<file path="src/rtl/bank_ecc_pkg.sv">
// Shared types and helpers for the dual-bank ECC reporter.
// Assumes a two-bit ECC code per bank in which 11 is treated as multi-bit.
package bank_ecc_pkg;

    localparam int CFG_W       = 8;
    localparam int CFG_MUL_BIT = 0;
    localparam int CFG_SGL_BIT = 1;
    localparam int NUM_BANKS   = 2;

    typedef enum logic [1:0] {
        SEV_NONE = 2'd0,
        SEV_SGL  = 2'd1,
        SEV_MUL  = 2'd2
    } sev_e;

    typedef enum logic [2:0] {
        RPT_NONE   = 3'd0,
        RPT_EV_SGL = 3'd1,
        RPT_EV_MUL = 3'd2,
        RPT_OD_SGL = 3'd3,
        RPT_OD_MUL = 3'd4
    } rpt_class_e;

    // Map a bank's valid flag and ECC code onto a severity rank.
    function automatic sev_e ecc_severity(input logic vld, input logic [1:0] code);
        if (!vld)            return SEV_NONE;
        else if (code == 2'b00) return SEV_NONE;
        else if (code == 2'b01) return SEV_SGL;
        else                 return SEV_MUL;
    endfunction

endpackage

</file>
<file path="src/rtl/ecc_sev_merge.sv">
// Folds the two bank results into one reported class.
// The more severe bank wins; on equal severity the even bank is reported.
// Purely combinational; the top registers its outputs.
module ecc_sev_merge
    import bank_ecc_pkg::*;
(
    input  logic       ev_vld,
    input  logic [1:0] ev_ecc,
    input  logic       od_vld,
    input  logic [1:0] od_ecc,
    output rpt_class_e cls,
    output logic       pick_odd,
    output logic       is_mul,
    output logic       is_sgl
);

    sev_e ev_sev;
    sev_e od_sev;
    sev_e top_sev;

    // Rank both banks and choose the winner, even bank on ties.
    always_comb begin
        ev_sev   = ecc_severity(ev_vld, ev_ecc);
        od_sev   = ecc_severity(od_vld, od_ecc);
        pick_odd = (od_sev > ev_sev);
        top_sev  = pick_odd ? od_sev : ev_sev;
    end

    // Turn the winning bank and its severity into a class code.
    always_comb begin
        is_mul = (top_sev == SEV_MUL);
        is_sgl = (top_sev == SEV_SGL);
        unique case (top_sev)
            SEV_SGL: cls = pick_odd ? RPT_OD_SGL : RPT_EV_SGL;
            SEV_MUL: cls = pick_odd ? RPT_OD_MUL : RPT_EV_MUL;
            default: cls = RPT_NONE;
        endcase
    end

endmodule

</file>
<file path="src/rtl/ecc_lane_mark.sv">
// One data lane: registers a bank's read data together with its
// corrected and uncorrectable marks. A lane that is not valid reads zero.
// Assumes the bank's own checker has already corrected single-bit data.
module ecc_lane_mark
    import bank_ecc_pkg::*;
#(
    parameter int DATA_W = 32
) (
    input  logic              clk,
    input  logic              rst_n,
    input  logic              vld,
    input  logic [1:0]        code,
    input  logic [DATA_W-1:0] data,
    output logic [DATA_W-1:0] q_data,
    output logic              q_fix,
    output logic              q_bad
);

    sev_e sev;

    // Rank this lane's result.
    always_comb sev = ecc_severity(vld, code);

    // Register the lane data and its marks.
    always_ff @(posedge clk) begin
        if (!rst_n) begin
            q_data <= '0;
            q_fix  <= 1'b0;
            q_bad  <= 1'b0;
        end else begin
            q_data <= vld ? data : '0;
            q_fix  <= (sev == SEV_SGL);
            q_bad  <= (sev == SEV_MUL);
        end
    end

endmodule

</file>
<file path="src/rtl/ecc_cfg_reg.sv">
// Configuration register selecting which error types are reported.
// Only the implemented enable bits are stored; the rest read as zero.
module ecc_cfg_reg
    import bank_ecc_pkg::*;
#(
    parameter int W = CFG_W
) (
    input  logic         clk,
    input  logic         rst_n,
    input  logic         we,
    input  logic [W-1:0] wdata,
    output logic [W-1:0] q
);

    localparam logic [W-1:0] IMPL_MASK = W'((1 << CFG_MUL_BIT) | (1 << CFG_SGL_BIT));

    // Load masked write data on a strobe.
    always_ff @(posedge clk) begin
        if (!rst_n)  q <= '0;
        else if (we) q <= wdata & IMPL_MASK;
    end

endmodule

</file>
<file path="src/rtl/ecc_fault_capture.sv">
// Latches failure details and raises the interrupt on a reported error.
// While the interrupt is pending the details are frozen; a clear pulse
// releases them, and an error arriving with the clear is taken at once.
module ecc_fault_capture
    import bank_ecc_pkg::*;
#(
    parameter int ADDR_W = 32,
    parameter int ATTR_W = 4,
    parameter int MSTR_W = 4,
    parameter int DATA_W = 32
) (
    input  logic              clk,
    input  logic              rst_n,
    input  logic              report,
    input  logic              clr,
    input  rpt_class_e        cls,
    input  logic [ADDR_W-1:0] addr,
    input  logic [ATTR_W-1:0] attr,
    input  logic [MSTR_W-1:0] mstr,
    input  logic [DATA_W-1:0] data,
    output logic              irq,
    output rpt_class_e        cap_class,
    output logic [ADDR_W-1:0] cap_addr,
    output logic [ATTR_W-1:0] cap_attr,
    output logic [MSTR_W-1:0] cap_mstr,
    output logic [DATA_W-1:0] cap_data
);

    logic take;

    // A capture is allowed when nothing is pending or the pending one is cleared now.
    always_comb take = report && (!irq || clr);

    // Clear first, then capture, so a coincident error is kept.
    always_ff @(posedge clk) begin
        if (!rst_n) begin
            irq       <= 1'b0;
            cap_class <= RPT_NONE;
            cap_addr  <= '0;
            cap_attr  <= '0;
            cap_mstr  <= '0;
            cap_data  <= '0;
        end else begin
            if (clr) begin
                irq       <= 1'b0;
                cap_class <= RPT_NONE;
                cap_addr  <= '0;
                cap_attr  <= '0;
                cap_mstr  <= '0;
                cap_data  <= '0;
            end
            if (take) begin
                irq       <= 1'b1;
                cap_class <= cls;
                cap_addr  <= addr;
                cap_attr  <= attr;
                cap_mstr  <= mstr;
                cap_data  <= data;
            end
        end
    end

endmodule

</file>
<file path="src/rtl/bank_ecc_reporter.sv">
// Top of the dual-bank ECC reporter. Merges the per-bank ECC results,
// drives the registered bus response and data lanes, gates reporting by
// the configuration register and feeds the capture and interrupt logic.
// Assumes the bank results, data and access details are valid together
// in the cycle they are sampled.
module bank_ecc_reporter
    import bank_ecc_pkg::*;
#(
    parameter int DATA_W = 32,
    parameter int ADDR_W = 32,
    parameter int ATTR_W = 4,
    parameter int MSTR_W = 4
) (
    input  logic                          clk,
    input  logic                          rst_n,
    input  logic                          ev_vld,
    input  logic [1:0]                    ev_ecc,
    input  logic [DATA_W-1:0]             ev_data,
    input  logic                          od_vld,
    input  logic [1:0]                    od_ecc,
    input  logic [DATA_W-1:0]             od_data,
    input  logic [ADDR_W-1:0]             acc_addr,
    input  logic [ATTR_W-1:0]             acc_attr,
    input  logic [MSTR_W-1:0]             acc_mstr,
    input  logic                          cfg_we,
    input  logic [CFG_W-1:0]              cfg_wdata,
    output logic [CFG_W-1:0]              cfg_rdata,
    input  logic                          irq_clr,
    output logic                          rsp_valid,
    output logic                          rsp_err,
    output logic [2:0]                    rpt_class,
    output logic [NUM_BANKS*DATA_W-1:0]   rd_data,
    output logic [NUM_BANKS-1:0]          rd_fix,
    output logic [NUM_BANKS-1:0]          rd_bad,
    output logic                          irq,
    output logic [2:0]                    cap_class,
    output logic [ADDR_W-1:0]             cap_addr,
    output logic [ATTR_W-1:0]             cap_attr,
    output logic [MSTR_W-1:0]             cap_mstr,
    output logic [DATA_W-1:0]             cap_data
);

    rpt_class_e             m_cls;
    logic                   m_pick_odd;
    logic                   m_mul;
    logic                   m_sgl;
    logic                   report;
    logic [DATA_W-1:0]      sel_data;
    rpt_class_e             cls_q;
    rpt_class_e             cap_cls_e;
    logic [NUM_BANKS-1:0]   b_vld;
    logic [1:0]             b_ecc  [NUM_BANKS];
    logic [DATA_W-1:0]      b_data [NUM_BANKS];

    // Gather the two banks into indexed form, even bank at index 0.
    always_comb begin
        b_vld     = {od_vld, ev_vld};
        b_ecc[0]  = ev_ecc;
        b_ecc[1]  = od_ecc;
        b_data[0] = ev_data;
        b_data[1] = od_data;
    end

    ecc_sev_merge u_merge (
        .ev_vld   (ev_vld),
        .ev_ecc   (ev_ecc),
        .od_vld   (od_vld),
        .od_ecc   (od_ecc),
        .cls      (m_cls),
        .pick_odd (m_pick_odd),
        .is_mul   (m_mul),
        .is_sgl   (m_sgl)
    );

    ecc_cfg_reg #(.W(CFG_W)) u_cfg (
        .clk   (clk),
        .rst_n (rst_n),
        .we    (cfg_we),
        .wdata (cfg_wdata),
        .q     (cfg_rdata)
    );

    // One registered data lane per bank.
    for (genvar b = 0; b < NUM_BANKS; b++) begin : g_lane
        ecc_lane_mark #(.DATA_W(DATA_W)) u_lane (
            .clk    (clk),
            .rst_n  (rst_n),
            .vld    (b_vld[b]),
            .code   (b_ecc[b]),
            .data   (b_data[b]),
            .q_data (rd_data[b*DATA_W +: DATA_W]),
            .q_fix  (rd_fix[b]),
            .q_bad  (rd_bad[b])
        );
    end

    // Decide whether this access's error type is enabled for reporting.
    always_comb begin
        report   = (m_mul && cfg_rdata[CFG_MUL_BIT]) ||
                   (m_sgl && cfg_rdata[CFG_SGL_BIT]);
        sel_data = m_pick_odd ? od_data : ev_data;
    end

    // Register the bus response and the merged class.
    always_ff @(posedge clk) begin
        if (!rst_n) begin
            rsp_valid <= 1'b0;
            rsp_err   <= 1'b0;
            cls_q     <= RPT_NONE;
        end else begin
            rsp_valid <= ev_vld || od_vld;
            rsp_err   <= m_mul;
            cls_q     <= m_cls;
        end
    end

    ecc_fault_capture #(
        .ADDR_W (ADDR_W),
        .ATTR_W (ATTR_W),
        .MSTR_W (MSTR_W),
        .DATA_W (DATA_W)
    ) u_cap (
        .clk       (clk),
        .rst_n     (rst_n),
        .report    (report),
        .clr       (irq_clr),
        .cls       (m_cls),
        .addr      (acc_addr),
        .attr      (acc_attr),
        .mstr      (acc_mstr),
        .data      (sel_data),
        .irq       (irq),
        .cap_class (cap_cls_e),
        .cap_addr  (cap_addr),
        .cap_attr  (cap_attr),
        .cap_mstr  (cap_mstr),
        .cap_data  (cap_data)
    );

    // Present the enum-typed classes as plain vectors at the ports.
    always_comb begin
        rpt_class = cls_q;
        cap_class = cap_cls_e;
    end

endmodule

</file>
<file path="config.mk">
export PLATFORM = sky130hd
export DESIGN_NAME = bank_ecc_reporter
export DESIGN_NICKNAME = d
export VERILOG_FILES = /design/src/rtl/bank_ecc_pkg.sv /design/src/rtl/ecc_sev_merge.sv /design/src/rtl/ecc_lane_mark.sv /design/src/rtl/ecc_cfg_reg.sv /design/src/rtl/ecc_fault_capture.sv /design/src/rtl/bank_ecc_reporter.sv
export SDC_FILE = /design/constraint.sdc
export NUM_CORES = 1
export LEC_CHECK = 0
export BUFFER_PORTS_ARGS = -buffer_cell sky130_fd_sc_hd__buf_4
export CORE_MARGIN = 2
export CORE_UTILIZATION = 49
export DETAILED_ROUTE_END_ITERATION = 8
export PLACE_DENSITY = 0.84
export SYNTH_ARGS = -nofsm -noshare
export SYNTH_HDL_FRONTEND = slang
export SYNTH_SLANG_ARGS = --single-unit
</file>
<file path="constraint.sdc">
create_clock -name clk -period 4.2 [get_ports clk]
set_clock_uncertainty 0.05 [all_clocks]
set_input_delay 0.42 -clock clk [delete_from_list [all_inputs] [get_ports clk]]
set_output_delay 0.42 -clock clk [all_outputs]
set_load 0.02 [all_outputs]
</file>
==> qor.yml, run 1 <==
cp_slowest_stage_delay_ps: 790
setup_tns_ps: 0
period_share_pct: 75.03
power.leakage_nw: 3.937
drive_gt1_share_pct: 45.05
cts_buffer_depth: 2
cp_data_arrival_time_ps: 3360
num-nets-final: 863
ios: 279
fp.coreArea_um2: 11320
numCtsBuffers: 17
grt_pass1_wl_um: 24960
areaGrowthSynthToFinish_pct: 43.64
setup_ws_ps: 1049
chipWidth_um: 111.0
drc: 0
clk_latency_ps: 410
first_iter_violations: 226
port_buffers: 266
grt_max_degree: 106
synth_area_leaders: "dfxtp_1 54%, and3_1 7.4%, a22o_1 6.2%, mux2i_1 6.2%, o31ai_2 6.2%"
layout_common_cells: "270 x buf_4, 151 x dfxtp_1, 66 x and3_1"
yosys_register_bits: 151
dpl_worst_slack_ps: 662.7
r2r_start: "u_cap.irq$_SDFFE_PN0P_"
path_cells: "buf_4 > and2_1 > inv_1 > ha_1 > nand2_1 > nor3_1 > o21ai_4 > and2_2 > buf_12 > o31ai_1"
r2r_cells: 6
period_needed_ps: 3151
path_delay_family: "simple AND/OR/NAND/NOR gates"
rsz0062_at_grt: "no"
hold_end: "u_cap.cap_addr[14]$_SDFFE_PN0P_"
cp.depth: 10
synth_top_area_share_pct: 53.84
fin_cells: 891
worstHoldStart: "acc_addr[14]"
pwr-share-clk_pct: 40.0
via_per_inst: 5.382
hold_viol: 0
cp_num_buf_inv: 3
slowest_stage: "o21ai_4"
routed_wl_um: 15820
worst_slew_pin_slew_ps: 1001
slew_headroom_pct: 33.26
postCtsResizedCells: 0
dieArea_um2: 12330
h-tree-depth: 4
cts_root_buf: "clkbuf_16"
critPathCaptureType: "flip-flop"
post_drt_wl_per_cell_um: 17.76
hold_class: "primary input to flip-flop"
firstDrtPassIters: 4
maxCapViolCount: 0
path_clk_slew_ps: 50
p_int_w: 0.002477
ant_nets: 0
fin_util_pct: 71.23
syn_area_um2: 5614
fp.dieH_um: 111.0
p_sw_share_pct: 24.35
gp_congestion: 0.8170
diodes: 0
synth_seq_area_share_pct: 53.84
fp-row-count: 39
fmax_mhz: 317.3
syn_inst: 500
place_hpwl_um: 10830
grt_antenna_before_repair: 0
finalMaxSlewViolations: 0
comb_power_share_pct: 14.0
path_class: "primary input to flip-flop"
ctsHoldBuffers: 0
synth_top_cell_by_area: "dfxtp_1"
grt_pass1_vias: 5005
power_switching_w: 0.0007973
overflow: 0
dp.cells: 862
ir_drop_uv: 294.9
critPathLaunchType: "primary input"
crit-reg2reg-capture: "u_cap.cap_data[0]$_SDFFE_PN0P_"
final-setup-viol-count: 0
post_cts_buffers: 0
synth_warnings: 0
synth.avg_cell_area_um2: 11.23
clock_sinks: 151
status: "finished, final reports clean"
cts_tree: "yes"
seqPwrFrac_pct: 46.0
yosysUniqueCellTypes: 40
cellPowerDensity_nw_per_um2: 406.1
num_vias: 4795
whs_path_depth: 2
start_util_pct: 49.59
grt_usage_pct: 25.28
cp_max_fo: 36
whs_ps: 168.0
r2r_setup_slack_ps: 1300
layout_commonest_cell: "buf_4"
cp.required_ps: 4410
-- cells in the mapped netlist (all sizes together) --
master and instances:
a21oi 2, or2 1, and2 3, nor3b 1
buf 26, clkbuf 31, and3 66, nand2b 2
o211a 1, mux2i 35, conb 1, nor3 7
nor4 1, o2bb2ai 2, and3b 1, nand3b 1
a22o 40, mux2 2, a211oi 1, nor2b 34
o21a 3, o21ai 4, dfxtp 151, ha 3
nor2 5, inv 7, nand4 32, nand2 4
and4b 1, o31ai 32
-- per-stage QoR --
| stage | total power, W | instance area [um2] |
|---|---|---|
| detailed placement | 0.001995 | 7557 |
| CTS | 0.003311 | 8064 |
| finish | 0.003275 | 8064 |
| global route | 0.003396 | 8064 |
| floorplan | 0.001792 | 5633 |
| global placement | 0.001984 | 7557 |
-- cells by family after synthesis --
logic type / after synthesis / synth area share (%)
fa+ha+maj: 3 / 0.6687
simple gates: 159 / 17.56
compound gates: 85 / 14.87
mux: 37 / 6.708
buf+inv: 64 / 6.285
flops: 151 / 53.84
other cells: 1 / 0.06680
-- worst register-to-register path, stage by stage, from the launching register on --
cell and delay [ps]:
dfxtp_1 400, nor2b_1 350, nor3_1 130, o21ai_4 790, and2_2 660, buf_12 260, o31ai_1 100
-- cell type report --
type	instances	area, um2
clock buffers	24	481.7
clock inverters	5	25.02
fillers	823	3257
inverters	7	26.28
multi-input cells	290	2282
flip-flops and latches	151	3023
well taps	143	178.9
repair buffers	271	2047
-- worst max-delay path by stage --
| stage | endpoint | startpoint |
|---|---|---|
| floorplan | u_cap.cap_addr[23]$_SDFFE_PN0P_ | ev_vld |
| global placement | u_cap.cap_data[0]$_SDFFE_PN0P_ | od_vld |
| detailed placement | u_cap.cap_data[0]$_SDFFE_PN0P_ | od_vld |
| CTS | u_cap.cap_data[0]$_SDFFE_PN0P_ | od_vld |
| global route | u_cap.cap_data[0]$_SDFFE_PN0P_ | od_vld |
| finish | u_cap.cap_data[0]$_SDFFE_PN0P_ | od_vld |
-- registers in the layout (all words and copies together), names as in the netlist --
| register | flops |
|---|---|
| u_cap.cap_data | 32 |
| g_lane.u_lane.q_bad | 2 |
| rpt_class | 3 |
| u_cap.cap_attr | 4 |
| u_cap.irq | 1 |
| u_cap.cap_addr | 32 |
| rsp_err | 1 |
| g_lane.u_lane.q_data | 64 |
| rsp_valid | 1 |
| u_cfg.q | 2 |
| g_lane.u_lane.q_fix | 2 |
| u_cap.cap_mstr | 4 |
| u_cap.cap_class | 3 |
-- per-layer routing --
metal | up-vias | part of all wire [%] | GRT usage, %
met4 | 0 | 2.3 | 11.03
met5 | - | 0 | 0
met3 | 27 | 8.8 | 8.967
li1 | 2271 | - | -
met2 | 221 | 50 | 43.60
met1 | 2276 | 39 | 28.24
-- power groups by stage --
| stage | clock network, W | registers (W) | logic [W] |
|---|---|---|---|
| 2_1_floorplan | 0 | 0.00159 | 0.000197 |
| 3_3_place_gp | 0 | 0.00153 | 0.000450 |
| 3_5_place_dp | 0 | 0.00154 | 0.000459 |
| 4_1_cts | 0.00134 | 0.00151 | 0.000461 |
| 5_1_grt | 0.00140 | 0.00151 | 0.000489 |
| 6_report | 0.00131 | 0.00151 | 0.000459 |
No activity file was read; power rests on OpenSTA's default activity.
==> inputs of run 2 (changes only) <==
CORE_UTILIZATION = 46   (was 49)
PLACE_DENSITY = 0.79   (was 0.84)
clock period = 3 ns   (was 4.2 ns; I/O delays follow)
==> qor.yml, run 2 (same netlist as run 1, synthesis figures left out) <==
diodes: 0  # unchanged
grt_pass1_wl_um: 24250  # -2.8%
layout_common_cells: "276 x buf_4, 151 x dfxtp_1, 66 x and3_1"
grt_pass1_vias: 4775  # -4.6%
cp_max_fo: 28  # -22%
num-nets-final: 869  # +0.70%
path_clk_slew_ps: 60  # about the same
port_buffers: 266  # unchanged
cts_tree: "yes"
cellPowerDensity_nw_per_um2: 597.2  # +47%
finalPower_w: 0.004906  # +50%
fmax_mhz: 416.5
slowest_stage: "o21ai_4"
r2r_setup_slack_ps: 600  # -700 ps
post_cts_buffers: 0  # unchanged
n_fill_cell: 926  # +13%
hold_viol: 0  # unchanged
wl_met2_um: 7895  # +0.46%
routed_wl_um: 16060  # +1.5%
hold_end: "u_cap.cap_addr[28]$_SDFFE_PN0P_"
drive_gt1_share_pct: 45.97  # +0.92 points
critPathLaunchType: "flip-flop"
wl_met1_um: 6418  # +3.3%
h-tree-depth: 4  # unchanged
hold_class: "primary input to flip-flop"
period_share_pct: 80.04
ir_drop_uv: 383.6  # +30%
grt_max_degree: 99  # -6.6%
setup_tns_ps: 0  # unchanged
cts_root_buf: "clkbuf_16"
cp.required_ps: 3230  # -1180 ps
worst_slew_pin_slew_ps: 824.6  # -176.4 ps
via_per_inst: 5.332  # -0.92%
status: "finished, final reports clean"
top_regs: "g_lane.u_lane.q_data: 64 flops, u_cap.cap_addr: 32 flops, u_cap.cap_data: 32 flops"
r2r_start: "u_cap.irq$_SDFFE_PN0P_"
rsz0062_at_grt: "no"
period_needed_ps: 2401
grt_antenna_before_repair: 0  # unchanged
chipWidth_um: 114.5  # +3.1%
numCtsBuffers: 17  # unchanged
maxCapViolCount: 0  # unchanged
ant_nets: 0  # unchanged
ctsHoldBuffers: 0  # unchanged
layout_commonest_cell: "buf_4"
place_hpwl_um: 11170  # +3.1%
num_vias: 4820  # +0.52%
grt_usage_pct: 23.94  # -1.3 points
critPathCaptureType: "flip-flop"
finalMaxSlewViolations: 0  # unchanged
start_util_pct: 46.94  # -2.7 points
path_class: "flip-flop to flip-flop"
fp.dieH_um: 114.5  # +3.1%
largest_reg_flops: 64  # unchanged
dieArea_um2: 13100  # +6.3%
wl_met3_um: 1424  # +2.7%
cp_data_arrival_time_ps: 2630  # -730 ps
maxUsedRoutingLayer: "met4"
crit-reg2reg-capture: "u_cap.cap_data[1]$_SDFFE_PN0P_"
drc: 0  # unchanged
clk_latency_ps: 410  # about the same
fp.coreArea_um2: 11960  # +5.7%
cp_slowest_stage_delay_ps: 480  # -310 ps
clock_sinks: 151  # unchanged
postCtsResizedCells: 0  # unchanged
fp-row-count: 40  # +2.6%
overflow: 0  # unchanged
worstHoldStart: "acc_addr[28]"
whs_path_depth: 2  # unchanged
power.leakage_nw: 3.992  # +1.4%
whs_ps: 42.75  # -125.3 ps
gp_congestion: 0.8446  # +3.4%
first_iter_violations: 175  # -23%
cts_buffer_depth: 2  # unchanged
ios: 279  # unchanged
post_drt_wl_per_cell_um: 17.76  # about the same
final-setup-viol-count: 0  # unchanged
path_cells: "nor2b_1 > nor3_1 > o21ai_4 > and2_2 > buf_12 > o31ai_1"
firstDrtPassIters: 4  # unchanged
slew_headroom_pct: 45.03  # +12 points
r2r_cells: 6  # unchanged
largest-register: "g_lane.u_lane.q_data"
areaGrowthSynthToFinish_pct: 46.31
run 2: cell types whose count changed in the layout (fill, tap and decap cells not counted), moves of 2 or more:
cell / delta
clkinvlp_4: +4
buf_4: +6
clkinv_4: +2
clkinv_2: -2
bufinv_16: +3
clkbuf_8: -2
clkbuf_1: -2
run 2: routing by layer:
layer	vias up	GRT usage (%)
li1	2293	-
met5	-	0
met1	2291	26.77
met4	0	9.593
met2	210	40.79
met3	26	9.423
run 2: worst max-delay path by stage:
stage | startpoint | endpoint | cells past startpoint
after floorplan | ev_vld | u_cap.cap_addr[23]$_SDFFE_PN0P_ | 11
after global placement | od_ecc[1] | u_cap.cap_data[0]$_SDFFE_PN0P_ | 9
after detailed placement | od_ecc[1] | u_cap.cap_data[1]$_SDFFE_PN0P_ | 9
after CTS | u_cap.irq$_SDFFE_PN0P_ | u_cap.cap_data[1]$_SDFFE_PN0P_ | 6
after global routing | u_cap.irq$_SDFFE_PN0P_ | u_cap.cap_data[1]$_SDFFE_PN0P_ | 6
final | u_cap.irq$_SDFFE_PN0P_ | u_cap.cap_data[1]$_SDFFE_PN0P_ | 6
run 2: critical path, delay by kind of cell, from the launching register on:
family | cells | cell delay, ps
compound gates | 2 | 600
buf+inv | 1 | 260
simple gates | 3 | 940
flops | 1 | 400
run 2: cell type report:
type / count / area, um2 / area share [%]
clock inverters: 12 / 152.6 / 1.858
flip-flops and latches: 151 / 3023 / 36.80
multi-input cells: 290 / 2290 / 27.88
clock buffers: 20 / 446.7 / 5.438
repair buffers: 277 / 2092 / 25.47
well taps: 147 / 183.9 / 2.239
inverters: 7 / 26.28 / 0.3199
run 2: metrics by stage:
step	setup slack (ps)	area, um2	instances	util [%]
final	598.9	8214	904	68.67
after global routing	477.5	8214	904	68.67
after CTS	621.0	8214	904	68.67
after detailed placement	265.8	7615	872	63.66
after global placement	371.8	7615	872	63.66
after floorplan	482.8	5633	505	-
run 2: where the power goes:
part / internal, W / switching [W]
combinational: 0.000296 / 0.000357
clock: 0.00133 / 0.000820
sequential: 0.00208 / 0.0000291
